## src/rtl/dac_load_pkg.sv

```systemverilog
`timescale 1ns/1ps
package dac_load_pkg;
  typedef struct packed {
    logic wr_n;
    logic cs_lo_n;
    logic cs_hi_n;
    logic ldac_n;
    logic set_n;
    logic clr_n;
  } strobes_t;

  localparam int unsigned STROBE_W = $bits(strobes_t);
  localparam strobes_t STROBES_IDLE = '{default: 1'b1};
endpackage

```

## src/rtl/dac_strobe_sync.sv

```systemverilog
`timescale 1ns/1ps
module dac_strobe_sync #(
  parameter int unsigned WIDTH  = 8,
  parameter int unsigned STAGES = 2,
  parameter logic [WIDTH-1:0] RST_VAL = '0
) (
  input  logic             clk_i,
  input  logic             rst_ni,
  input  logic [WIDTH-1:0] d_i,
  output logic [WIDTH-1:0] q_o
);
  logic [WIDTH-1:0] stg_q [STAGES];

  for (genvar g = 0; g < STAGES; g++) begin : g_stage
    logic [WIDTH-1:0] src;
    if (g == 0) begin : g_first
      assign src = d_i;
    end else begin : g_next
      assign src = stg_q[g-1];
    end
    always_ff @(posedge clk_i or negedge rst_ni) begin
      if (!rst_ni) stg_q[g] <= RST_VAL;
      else         stg_q[g] <= src;
    end
  end

  assign q_o = stg_q[STAGES-1];
endmodule

```

## src/rtl/dac_input_reg.sv

```systemverilog
`timescale 1ns/1ps
module dac_input_reg #(
  parameter int unsigned LO_W = 8,
  parameter int unsigned HI_W = 4,
  localparam int unsigned CODE_W = LO_W + HI_W
) (
  input  logic              clk_i,
  input  logic              rst_ni,
  input  logic              wr_n_i,
  input  logic              cs_lo_n_i,
  input  logic              cs_hi_n_i,
  input  logic [LO_W-1:0]   data_i,
  output logic [CODE_W-1:0] code_o
);
  logic [LO_W-1:0] lo_q;
  logic [HI_W-1:0] hi_q;
  logic lo_en, hi_en;

  // each lane is transparent only while its own select is the single one active
  assign lo_en = !wr_n_i && !cs_lo_n_i &&  cs_hi_n_i;
  assign hi_en = !wr_n_i &&  cs_lo_n_i && !cs_hi_n_i;

  always_ff @(posedge clk_i or negedge rst_ni) begin
    if (!rst_ni)    lo_q <= '0;
    else if (lo_en) lo_q <= data_i;
  end

  always_ff @(posedge clk_i or negedge rst_ni) begin
    if (!rst_ni)    hi_q <= '0;
    else if (hi_en) hi_q <= data_i[HI_W-1:0];
  end

  assign code_o = {hi_q, lo_q};

  AST_LO_FOLLOWS: assert property (@(posedge clk_i) disable iff (!rst_ni)
    (!wr_n_i && !cs_lo_n_i && cs_hi_n_i) |=> (code_o[LO_W-1:0] == $past(data_i)));
  AST_HI_FOLLOWS: assert property (@(posedge clk_i) disable iff (!rst_ni)
    (!wr_n_i && cs_lo_n_i && !cs_hi_n_i) |=>
      (code_o[CODE_W-1:LO_W] == $past(data_i[HI_W-1:0]) && $stable(code_o[LO_W-1:0])));
  AST_DUAL_SEL_IGNORED: assert property (@(posedge clk_i) disable iff (!rst_ni)
    (!wr_n_i && !cs_lo_n_i && !cs_hi_n_i) |=> $stable(code_o));
  AST_IDLE_HOLDS: assert property (@(posedge clk_i) disable iff (!rst_ni)
    (wr_n_i || (cs_lo_n_i && cs_hi_n_i)) |=> $stable(code_o));
endmodule

```

## src/rtl/dac_output_reg.sv

```systemverilog
`timescale 1ns/1ps
module dac_output_reg #(
  parameter int unsigned CODE_W = 12
) (
  input  logic              clk_i,
  input  logic              rst_ni,
  input  logic              ldac_n_i,
  input  logic              set_n_i,
  input  logic              clr_n_i,
  input  logic [CODE_W-1:0] stage_i,
  output logic [CODE_W-1:0] code_o,
  output logic              chg_o
);
  logic [CODE_W-1:0] code_d, code_q;
  logic              chg_q;

  always_comb begin
    code_d = code_q;
    if (!set_n_i)       code_d = '1;
    else if (!clr_n_i)  code_d = '0;
    else if (!ldac_n_i) code_d = stage_i;
  end

  always_ff @(posedge clk_i or negedge rst_ni) begin
    if (!rst_ni) begin
      code_q <= '0;
      chg_q  <= 1'b0;
    end else begin
      code_q <= code_d;
      chg_q  <= (code_d != code_q);
    end
  end

  assign code_o = code_q;
  assign chg_o  = chg_q;

  AST_SET_WINS: assert property (@(posedge clk_i) disable iff (!rst_ni)
    !set_n_i |=> (code_o == {CODE_W{1'b1}}));
  AST_CLR_ZERO: assert property (@(posedge clk_i) disable iff (!rst_ni)
    (set_n_i && !clr_n_i) |=> (code_o == '0));
  AST_LOAD_FOLLOWS: assert property (@(posedge clk_i) disable iff (!rst_ni)
    (set_n_i && clr_n_i && !ldac_n_i) |=> (code_o == $past(stage_i)));
  AST_HOLD_NO_LOAD: assert property (@(posedge clk_i) disable iff (!rst_ni)
    (set_n_i && clr_n_i && ldac_n_i) |=> ($stable(code_o) && !chg_o));
endmodule

```

## src/rtl/dac_load_ctrl.sv

```systemverilog
`timescale 1ns/1ps
module dac_load_ctrl #(
  parameter int unsigned LO_W        = 8,
  parameter int unsigned HI_W        = 4,
  parameter int unsigned SYNC_STAGES = 2,
  localparam int unsigned CODE_W     = LO_W + HI_W
) (
  input  logic                     clk_i,
  input  logic                     rst_ni,
  input  logic [LO_W-1:0]          data_i,
  input  logic                     wr_ni,
  input  logic                     cs_lo_ni,
  input  logic                     cs_hi_ni,
  input  logic                     ldac_ni,
  input  logic                     set_ni,
  input  logic                     clr_ni,
  input  logic                     bipolar_i,
  output logic [CODE_W-1:0]        dac_code_o,
  output logic signed [CODE_W:0]   value_o,
  output logic                     chg_o
);
  import dac_load_pkg::*;

  localparam int unsigned SYNC_W = STROBE_W + LO_W;
  localparam logic [SYNC_W-1:0] SYNC_RST = {STROBES_IDLE, {LO_W{1'b0}}};
  localparam logic signed [CODE_W:0] MID = $signed({2'b01, {(CODE_W-1){1'b0}}});

  strobes_t          strb_raw, strb_s;
  logic [LO_W-1:0]   data_s;
  logic [CODE_W-1:0] stage_code;

  assign strb_raw = '{wr_n: wr_ni, cs_lo_n: cs_lo_ni, cs_hi_n: cs_hi_ni,
                      ldac_n: ldac_ni, set_n: set_ni, clr_n: clr_ni};

  // data rides the same synchronizer so it stays aligned with the strobes
  dac_strobe_sync #(
    .WIDTH  (SYNC_W),
    .STAGES (SYNC_STAGES),
    .RST_VAL(SYNC_RST)
  ) i_sync (
    .clk_i (clk_i),
    .rst_ni(rst_ni),
    .d_i   ({strb_raw, data_i}),
    .q_o   ({strb_s, data_s})
  );

  dac_input_reg #(
    .LO_W(LO_W),
    .HI_W(HI_W)
  ) i_input_reg (
    .clk_i    (clk_i),
    .rst_ni   (rst_ni),
    .wr_n_i   (strb_s.wr_n),
    .cs_lo_n_i(strb_s.cs_lo_n),
    .cs_hi_n_i(strb_s.cs_hi_n),
    .data_i   (data_s),
    .code_o   (stage_code)
  );

  dac_output_reg #(
    .CODE_W(CODE_W)
  ) i_output_reg (
    .clk_i   (clk_i),
    .rst_ni  (rst_ni),
    .ldac_n_i(strb_s.ldac_n),
    .set_n_i (strb_s.set_n),
    .clr_n_i (strb_s.clr_n),
    .stage_i (stage_code),
    .code_o  (dac_code_o),
    .chg_o   (chg_o)
  );

  always_comb begin
    value_o = $signed({1'b0, dac_code_o});
    if (bipolar_i) value_o = $signed({1'b0, dac_code_o}) - MID;
  end

  initial begin
    AST_PARAM_NIBBLE: assert (HI_W >= 1 && HI_W <= LO_W);
  end
endmodule

```

## config.mk

```make
export PLATFORM = sky130hd
export DESIGN_NAME = dac_load_ctrl
export DESIGN_NICKNAME = d
export VERILOG_FILES = /design/src/rtl/dac_load_pkg.sv /design/src/rtl/dac_strobe_sync.sv /design/src/rtl/dac_input_reg.sv /design/src/rtl/dac_output_reg.sv /design/src/rtl/dac_load_ctrl.sv
export SDC_FILE = /design/constraint.sdc
export NUM_CORES = 1
export LEC_CHECK = 0
export CORE_ASPECT_RATIO = 0.8
export CORE_MARGIN = 10
export CORE_UTILIZATION = 50
export DETAILED_ROUTE_END_ITERATION = 8
export DONT_BUFFER_PORTS = 1
export PLACE_DENSITY = 0.67
export REMOVE_ABC_BUFFERS = 1
export SLEW_MARGIN = 5
export SYNTH_ARGS = -nofsm -noshare
export SYNTH_HDL_FRONTEND = slang
export SYNTH_SLANG_ARGS = --single-unit
```

## constraint.sdc

```tcl
create_clock -name clk_i -period 2.9 [get_ports clk_i]
set_input_delay 0.58 -clock clk_i [delete_from_list [all_inputs] [get_ports clk_i]]
set_output_delay 0.58 -clock clk_i [all_outputs]
set_load 0.005 [all_outputs]
```

==> out/qor.yml, run 1 <==
status: "finished, final reports clean"
drt_iter0_drc: 59
finalNetCount: 169
grt_max_degree: 42
reg2reg_slack_ns: 0.94
hp-class: "input port to async pin"
r2r_end: "i_output_reg.chg_o"
ant_nets: 0
post_cts_buffers: 0
drive_gt1_share_pct: 19.74
use_met3_pct: 4.327
final_cell_mix: "dfrtp_1, o21ai_0, inv_1, mux2i_1, dfstp_2"
start_util_pct: 53.00
max-cap-violations: 0
finalCritPeriodShare_pct: 67.47
cp-end-kind: "flop"
wl_mm: 3.479
grt_pass1_vias: 1145
max_slew.worst_pin.slew_ns: 0.6923
grtUsageMet1_pct: 12.22
fin_util_pct: 54.90
cts_buffers: 5
cts_root_buf: "clkbuf_8"
clock_sinks: 53
maxSlewViolCount: 0
die-width_um: 91.69
worstPathArrival_ns: 2.13
worst_slack_ns: 0.9433
finalHoldViolCount: 0
p_leak_nw: 0.9080
fin_skew_ns: 0.003854
finalSetupViolCount: 0
clock_path_buffers: 2
n_fill_cell: 325
pre_cts_slack_ns: 0.9434
insertion_delay_ns: 0.30
rsz0062_at_grt: "no"
core_um2: 3879
dieArea_um2: 7092
path_class: "flop to flop"
ioPinCount: 43
synth_cell_types: 32
yosys_warnings: 0
num_rows: 20
busiest_layer: "met2"
gr-usage-met2_pct: 14.40
crit_required_ns: 3.07
area_growth_pct: 3.591
startpoint_type: "flop"
powerDensity_nw_per_um2: 663.2
antenna_found_initial: 0
die_h_um: 77.35
vdd_ir_drop_max_mv: 0.4027
n_antenna_cell: 0
netlist_instances: 159
avgSynthCellArea_um2: 12.93
drcViolationCount: 0
period_needed_ns: 1.957
ys_ff_latch: 53
portBuffers: 0
cts_tree: "yes"
r2r-start: "i_output_reg.code_o[2]"
vias: 1154
syn-cell-area_um2: 2056
final_common_cell: "dfrtp_1"
fmax_mhz: 511.1
cts_htree_levels: 2
cp_max_fo: 6
grt.overflow.total: 0
totalPowerFinal_mw: 1.412
first_pass_iters: 4
gp_congestion: 0.7832
maxSlewHeadroom_pct: 53.75
setup_tns_ns: 0
dpl.hpwl_mm: 2.351
ys_seq_area_share_pct: 65.25
track_usage_pct: 9.830
clk_pin_slew_ns: 0.09
grt_pass1_wl_mm: 5.644
viasPerCell: 5.575
wl_per_cell_um: 16.81
reg2reg_depth: 5
## state kept, by name, summed over array words and instances, names as in the netlist
signal / flops
i_sync.g_stage.src: 14
i_sync.q_o: 14
i_output_reg.code_o: 12
i_input_reg.lo_q: 8
i_input_reg.hi_q: 4
i_output_reg.chg_o: 1
## report_power, final
part	switching, mW	leakage (nW)	internal (mW)	total, mW
clock	0.226	0.0445	0.171	0.398
sequential	0.0782	0.598	0.810	0.888
combinational	0.0607	0.265	0.0658	0.127
## Yosys cell counts
library cell | number | share of area (%)
nand4_1 | 1 | 0.30
a31oi_1 | 1 | 0.30
buf_4 | 11 | 4.0
o21ai_0 | 22 | 5.4
nand4b_1 | 1 | 0.43
a222oi_1 | 1 | 0.49
ha_1 | 1 | 0.61
nor3b_2 | 1 | 0.61
nor4_1 | 2 | 0.61
mux2i_1 | 12 | 5.8
dfstp_2 | 12 | 15
nor2b_1 | 1 | 0.30
and3_1 | 1 | 0.30
mux2_2 | 8 | 4.4
nand3b_1 | 1 | 0.37
nor3_1 | 1 | 0.24
nand2b_1 | 2 | 0.61
dfrtp_1 | 41 | 50
clkbuf_4 | 1 | 0.37
nor3b_1 | 1 | 0.37
nand3_1 | 1 | 0.24
o22ai_1 | 4 | 1.2
a22oi_1 | 3 | 1.1
o31a_1 | 1 | 0.43
inv_1 | 12 | 2.2
a21oi_1 | 3 | 0.73
or4_1 | 2 | 0.73
nand2_1 | 4 | 0.73
a21o_1 | 1 | 0.37
o31ai_1 | 1 | 0.37
o221ai_1 | 1 | 0.43
clkbuf_1 | 4 | 0.73
## worst max-delay path, stage by stage, from the launching register on
cell     delay, ns
dfrtp_1       0.47
or4_1         0.52
nor4_1        0.16
o21ai_0       0.11
o31a_1        0.12
or4_1         0.46
## kinds of logic (layout without fill, tap and decap cells)
kind of cell / count (synthesis) / after routing / share of synthesized area (%)
DFF: 53 / 53 / 65.25
and+or+nand+nor: 19 / 19 / 5.843
buffers and inverters: 28 / 21 / 7.304
adders and majority gates: 1 / 1 / 0.6085
muxes: 20 / 20 / 10.23
AOI/OAI and AO/OA: 38 / 38 / 10.77
## stage by stage
step           cell area (µm²)  instances  hold slack, ns
4_1_cts                   2130        207          0.1015
6_report                  2130        207          0.1146
5_1_grt                   2130        207         0.08439
3_5_place_dp              2019        198          0.2861
3_3_place_gp              2019        198          0.2864
2_1_floorplan             1951        143          0.2844
## layer usage
layer	vias up	routed length, µm
li1	529	-
met2	34	1569
met4	0	24
met1	589	1636
met3	2	249
met5	-	0
## how the worst max path moves through the flow
stage,startpoint,to
global route,i_output_reg.code_o[2],i_output_reg.chg_o
floorplan,i_output_reg.code_o[3],i_output_reg.chg_o
global placement,i_output_reg.code_o[3],i_output_reg.chg_o
detailed placement,i_output_reg.code_o[3],i_output_reg.chg_o
CTS,i_output_reg.code_o[3],i_output_reg.chg_o
finish,i_output_reg.code_o[2],i_output_reg.chg_o
## layout make-up
class                           count  area (µm²)  share of cell area, %
Sequential cell                    53        1341                  62.98
Multi-Input combinational cell     78       564.3                  26.50
Clock buffer                        5       68.82                  3.231
Tap cell                           55       68.82                  3.231
Inverter                           12       45.04                  2.115
Clock inverter                      3       21.27                 0.9988
Timing Repair Buffer                1       20.02                 0.9401
## what timing repair did
item / CTS / global route
hold endpoints to repair: 41 / 0
hold buffers: 1 / 0
gates resized for setup: 0 / 0
setup endpoints to repair: 0 / 0
Power figures use the tool's default switching activity.
==> run 2: changes to the inputs <==
- PLACE_DENSITY: 0.67 -> 0.7
- clock period: 2.9 -> 1.8 ns (I/O delays scaled with it)
==> run 2 against run 1 <==
Cell area up 6.8%. Core utilization up 3.7 points. Cell count up 5.8%.
==> out/qor.yml, run 2 (synthesized netlist as in run 1, its figures left out) <==
ant_nets: 0  # unchanged
r2r_end: "i_output_reg.chg_o"  # unchanged
cts_buffers: 5  # unchanged
hp-class: "input port to flop"  # was input port to async pin
cts_tree: "yes"  # unchanged
rsz0062_at_grt: "yes"  # was no
cp_max_fo: 2  # was 6
r2r-start: "i_output_reg.code_o[11]"  # was i_output_reg.code_o[2]
drt_iter0_drc: 94  # was 59
final_common_cell: "dfrtp_1"  # unchanged
max-cap-violations: 0  # unchanged
die-width_um: 91.69  # unchanged
reg2reg_slack_ns: 0.005  # was 0.94 ns
drcViolationCount: 0  # unchanged
die_h_um: 77.35  # unchanged
hold_slack_ns: 0.03667  # was 0.1146 ns
crit_chain: "or4_4 > nor4_4 > o21ai_1 > o31a_1 > or4_1"  # was or4_1 > nor4_1 > o21ai_0 > o31a_1 > or4_1
finalNonFillerCells: 219  # was 207
ioPinCount: 43  # unchanged
wl_per_cell_um: 17.65  # was 16.81 µm
dieArea_um2: 7092  # unchanged
powerDensity_nw_per_um2: 1099  # was 663.2 nW/µm²
startpoint_type: "flop"  # unchanged
insertion_delay_ns: 0.31  # was 0.30 ns
cts_root_buf: "clkbuf_8"  # unchanged
cpMaxStageDelayCell: "or4_4"  # was or4_1
maxSlewHeadroom_pct: 76.15  # was 53.75%
n_antenna_cell: 0  # unchanged
fin_skew_ns: 0.01037  # was 0.003854 ns
fin_util_pct: 58.65  # was 54.90%
status: "finished, final reports clean"  # unchanged
worstPathArrival_ns: 1.98  # was 2.13 ns
gp_congestion: 0.8861  # was 0.7832
num_rows: 20  # unchanged
p_leak_nw: 0.9889  # was 0.9080 nW
portBuffers: 0  # unchanged
start_util_pct: 53.00  # unchanged
crit_required_ns: 1.99  # was 3.07 ns
finalCritPeriodShare_pct: 99.74  # was 67.47%
drive_gt1_share_pct: 26.22  # was 19.74%
area_growth_pct: 10.65  # was 3.591%
final_area_um2: 2275  # was 2130 µm²
vdd_ir_drop_max_mv: 0.7611  # was 0.4027 mV
wl_mm: 3.865  # was 3.479 mm
clock_sinks: 53  # unchanged
reg2reg_depth: 5  # unchanged
grt_pass1_vias: 1289  # was 1,145
path_class: "flop to flop"  # unchanged
dpl.hpwl_mm: 2.680  # was 2.351 mm
antenna_found_initial: 0  # unchanged
crit_start: "i_output_reg.code_o[11]"  # was i_output_reg.code_o[2]
grt_max_degree: 54  # was 42
finalNetCount: 181  # was 169
first_pass_iters: 4  # unchanged
cts_htree_levels: 2  # unchanged
max_slew.worst_pin.slew_ns: 0.3578  # was 0.6923 ns
cp-endpoint: "i_output_reg.chg_o"  # unchanged
viasPerCell: 5.589  # was 5.575
cp-end-kind: "flop"  # unchanged
core_um2: 3879  # unchanged
n_fill_cell: 303  # was 325
final_cell_mix: "dfrtp_1, o21ai_0, inv_1, mux2i_1, dfstp_2"  # unchanged
cpPeakStageDelay_ns: 0.55  # was 0.52 ns
place_area_um2: 2102  # was 2019 µm²
finalHoldViolCount: 0  # unchanged
maxSlewViolCount: 0  # unchanged
clock_path_buffers: 2  # unchanged
grt_pass1_wl_mm: 6.306  # was 5.644 mm
totalPowerFinal_mw: 2.499  # was 1.412 mW
finalSetupViolCount: 0  # unchanged
period_needed_ns: 1.795  # was 1.957 ns
track_usage_pct: 10.85  # was 9.830%
vias: 1224  # was 1,154
fmax_mhz: 557.0  # was 511.1 MHz
dp_cells: 209  # was 198
grt.overflow.total: 0  # unchanged
clk_pin_slew_ns: 0.10  # was 0.09 ns
==> run 2: changes by cell type in the layout (fill, tap and decap cells not counted), sizes merged <==
cell         delta
clkinvlp        -1
bufinv          +1
buf            +11
clkinv          -1
inv             +1
dlygate4sd3     +1
==> run 2: layout make-up <==
class / instances / area [µm²] / share of cell area [%]
well taps: 55 / 68.82 / 3.025
repair buffers: 13 / 120.1 / 5.281
clock buffers: 5 / 68.82 / 3.025
inverters: 12 / 45.04 / 1.980
clock inverters: 3 / 47.55 / 2.090
flip-flops and latches: 53 / 1341 / 58.97
multi-input cells: 78 / 583.1 / 25.63
==> run 2: how the worst min path moves through the flow <==
stage                  start                   endpoint  slack, ns  cells past startpoint
floorplan             rst_ni        i_input_reg.hi_q[0]       0.06                      0
global placement      rst_ni     i_output_reg.code_o[7]       0.07                      0
detailed placement    rst_ni     i_output_reg.code_o[3]       0.07                      0
CTS                 cs_lo_ni  i_sync.g_stage[1].src[12]       0.03                      0
global route        cs_lo_ni  i_sync.g_stage[1].src[12]       0.01                      0
finish                clr_ni   i_sync.g_stage[1].src[8]       0.04                      0
==> run 2: metrics by stage <==
step	TNS, ns	setup slack [ns]
global route	-0.07620	-0.07620
CTS	-0.06641	-0.06641
detailed placement	-0.06714	-0.06714
floorplan	-0.04553	-0.04553
finish	0	0.004687
global placement	-0.02390	-0.02390
==> run 2: power breakdown <==
group          internal, mW  switching, mW  total, mW
Clock                 0.424          0.392      0.816
Combinational         0.131          0.140      0.271
Sequential             1.31          0.107       1.41
Total                  1.86          0.639       2.50
==> run 2: critical path: cells and delay by family (launching register included) <==
family	cells	cell delay, ns
simple gates	3	1.09
flops	1	0.39
compound gates	2	0.21
==> run 2: what timing repair did <==
item	in CTS	in global routing
cloned	0	0
setup endpoints to repair	1	1
hold endpoints to repair	53	0
pin swaps	4	2
hold buffers	2	0
gates resized for setup	1	3
buffers inserted	0	0
==> run 2: layer usage <==
metal / wire, µm / part of all wire (%) / up-vias / track usage [%]
met5: 0 / 0 / - / 0
met4: 42 / 1.1 / 0 / 4.154
met3: 293 / 7.6 / 6 / 4.423
met2: 1799 / 47 / 48 / 16.74
met1: 1728 / 45 / 615 / 13.38
li1: - / - / 555 / -
==> run 3: changes to the inputs <==
- CORE_UTILIZATION: 50 -> 30
- PLACE_DENSITY: 0.7 -> 0.47
==> run 3 against run 2 <==
Via count down 3.6%. Core utilization down 23 points. Largest cell class unchanged. Count of clock-buffer cells in the layout is 1 higher. Highest routed layer unchanged. Total power down 3.8%.
==> out/qor.yml, run 3 (synthesized netlist as in run 1, its figures left out) <==
status: "finished, final reports clean"  # unchanged
cp-end-kind: "flop"  # unchanged
period_needed_ns: 1.775  # was 1.795 ns
drive_gt1_share_pct: 26.38  # was 26.22%
fin_skew_ns: 0.004150  # was 0.01037 ns
n_antenna_cell: 0  # unchanged
pre_cts_slack_ns: -0.07044  # was -0.06714 ns
hp-class: "input port to flop"  # unchanged
clock_sinks: 53  # unchanged
worstPathArrival_ns: 1.96  # was 1.98 ns
rsz0062_at_grt: "yes"  # unchanged
grt_pass1_wl_mm: 6.693  # was 6.306 mm
vias: 1180  # was 1,224
area_growth_pct: 11.56  # was 10.65%
drcViolationCount: 0  # unchanged
grt.overflow.total: 0  # unchanged
finalNetCount: 180  # was 181
dieArea_um2: 10580  # was 7092 µm²
insertion_delay_ns: 0.30  # was 0.31 ns
cp_max_fo: 2  # unchanged
startpoint_type: "flop"  # unchanged
holdPathEnd: "i_sync.g_stage[1].src[10]"  # was i_sync.g_stage[1].src[8]
wl_per_cell_um: 16.83  # was 17.65 µm
powerDensity_nw_per_um2: 1048  # was 1099 nW/µm²
finalSetupViolCount: 0  # unchanged
vdd_ir_drop_max_mv: 0.3779  # was 0.7611 mV
cpPeakStageDelay_ns: 0.55  # about the same
ant_nets: 0  # unchanged
cts_buffers: 5  # unchanged
cts_root_buf: "clkbuf_8"  # unchanged
crit_chain: "or4_4 > nor4_4 > o21ai_1 > o31a_1 > or4_1"  # unchanged
path_class: "flop to flop"  # unchanged
viasPerCell: 4.777  # was 5.589
die-width_um: 112.6  # was 91.69 µm
final_common_cell: "dfrtp_1"  # unchanged
r2r_end: "i_output_reg.chg_o"  # unchanged
portBuffers: 0  # unchanged
switching_power_uw: 649.0  # was 638.8 µW
n_fill_cell: 654  # was 303
cp_top_family: "simple AND/OR/NAND/NOR gates"  # unchanged
max_slew.worst_pin.slew_ns: 0.3715  # was 0.3578 ns
setup_tns_ns: 0  # unchanged
ioPinCount: 43  # unchanged
cts_htree_levels: 2  # unchanged
critPathBufInv: 0  # unchanged
power.internal_mw: 1.755  # was 1.860 mW
finalCritPeriodShare_pct: 98.60  # was 99.74%
clock_path_buffers: 2  # unchanged
die_h_um: 94.04  # was 77.35 µm
gp_congestion: 0.8267  # was 0.8861
drt_iter0_drc: 67  # was 94
p_seq_share_pct: 58.8  # was 56.5%
crit_required_ns: 1.98  # was 1.99 ns
core_um2: 6506  # was 3879 µm²
maxSlewViolCount: 0  # unchanged
clk_pin_slew_ns: 0.10  # about the same
antenna_found_initial: 0  # unchanged
num_rows: 26  # was 20
max-cap-violations: 0  # unchanged
dpl.hpwl_mm: 2.927  # was 2.680 mm
r2r-start: "i_output_reg.code_o[3]"  # was i_output_reg.code_o[11]
grt_max_degree: 54  # unchanged
cts_tree: "yes"  # unchanged
combinationalPowerShare_pct: 11.3  # was 10.8%
wl_mm: 4.158  # was 3.865 mm
reg2reg_depth: 5  # unchanged
finalHoldViolCount: 0  # unchanged
maxSlewHeadroom_pct: 75.23  # was 76.15%
track_usage_pct: 7.869  # was 10.85%
final_cell_mix: "dfrtp_1, o21ai_0, inv_1, mux2i_1, dfstp_2"  # unchanged
worst_slack_ns: 0.02529  # was 0.004687 ns
p_leak_nw: 0.9770  # was 0.9889 nW
min_from: "ldac_ni"  # was clr_ni
hold_depth: 0  # unchanged
first_pass_iters: 5  # was 4
fmax_mhz: 563.5  # was 557.0 MHz
grt_pass1_vias: 1265  # was 1,289
cpMaxStageDelayCell: "or4_4"  # unchanged
post_cts_buffers: 0  # unchanged
reg2reg_slack_ns: 0.03  # was 0.005 ns
p_clk_share_pct: 29.9  # was 32.7%
start_util_pct: 31.60  # was 53.00%
power_switching_share_pct: 26.99  # was 25.56%
run 3: through the flow:
| step | instances | hold slack [ns] | utilization (%) | cell area (µm²) | power (mW) |
|---|---|---|---|---|---|
| final | 247 | 0.04275 | 35.25 | 2293 | 2.404 |
| after global routing | 247 | 0.008483 | 35.25 | 2293 | 2.554 |
| after CTS | 247 | 0.02928 | 34.87 | 2268 | 2.438 |
| after detailed placement | 237 | 0.06669 | 32.75 | 2131 | 1.673 |
| after global placement | 237 | 0.06687 | 32.75 | 2131 | 1.655 |
| after floorplan | 143 | 0.06441 | - | 1951 | 1.567 |
run 3: worst max-delay path by stage:
stage                                        from  depth (start not counted)            endpoint
after global placement     i_output_reg.code_o[3]                          5  i_output_reg.chg_o
final                      i_output_reg.code_o[3]                          5  i_output_reg.chg_o
after global routing       i_output_reg.code_o[3]                          5  i_output_reg.chg_o
after floorplan            i_output_reg.code_o[3]                          5  i_output_reg.chg_o
after detailed placement   i_output_reg.code_o[3]                          5  i_output_reg.chg_o
after CTS                 i_output_reg.code_o[11]                          5  i_output_reg.chg_o
run 3: layout make-up:
type	count	area [µm²]	share of cell area (%)
Multi-Input combinational cell	78	589.3	25.70
Timing Repair Buffer	12	112.6	4.910
Tap cell	84	105.1	4.583
Clock buffer	6	82.58	3.601
Inverter	12	45.04	1.964
Sequential cell	53	1341	58.48
Clock inverter	2	17.52	0.7638
run 3: power groups by stage:
stage	Sequential (mW)	Clock, mW	Combinational, mW
2_1_floorplan	1.41	0	0.157
3_3_place_gp	1.43	0	0.228
3_5_place_dp	1.43	0	0.239
4_1_cts	1.41	0.754	0.273
5_1_grt	1.43	0.811	0.312
6_report	1.41	0.719	0.271
run 3: routing by layer:
metal	vias to the layer above	part of all wire (%)	GRT usage, %
li1	551	-	-
met1	592	47	10.38
met2	33	42	10.58
met3	4	9.7	4.342
met4	0	0.65	2.426
met5	-	0	0
run 3: timing repair:
item | in CTS | in global routing
setup endpoints to repair | 1 | 1
pin swaps | 4 | 4
resized for setup | 1 | 4
hold buffers | 2 | 0
endpoints found under the hold margin | 53 | 0
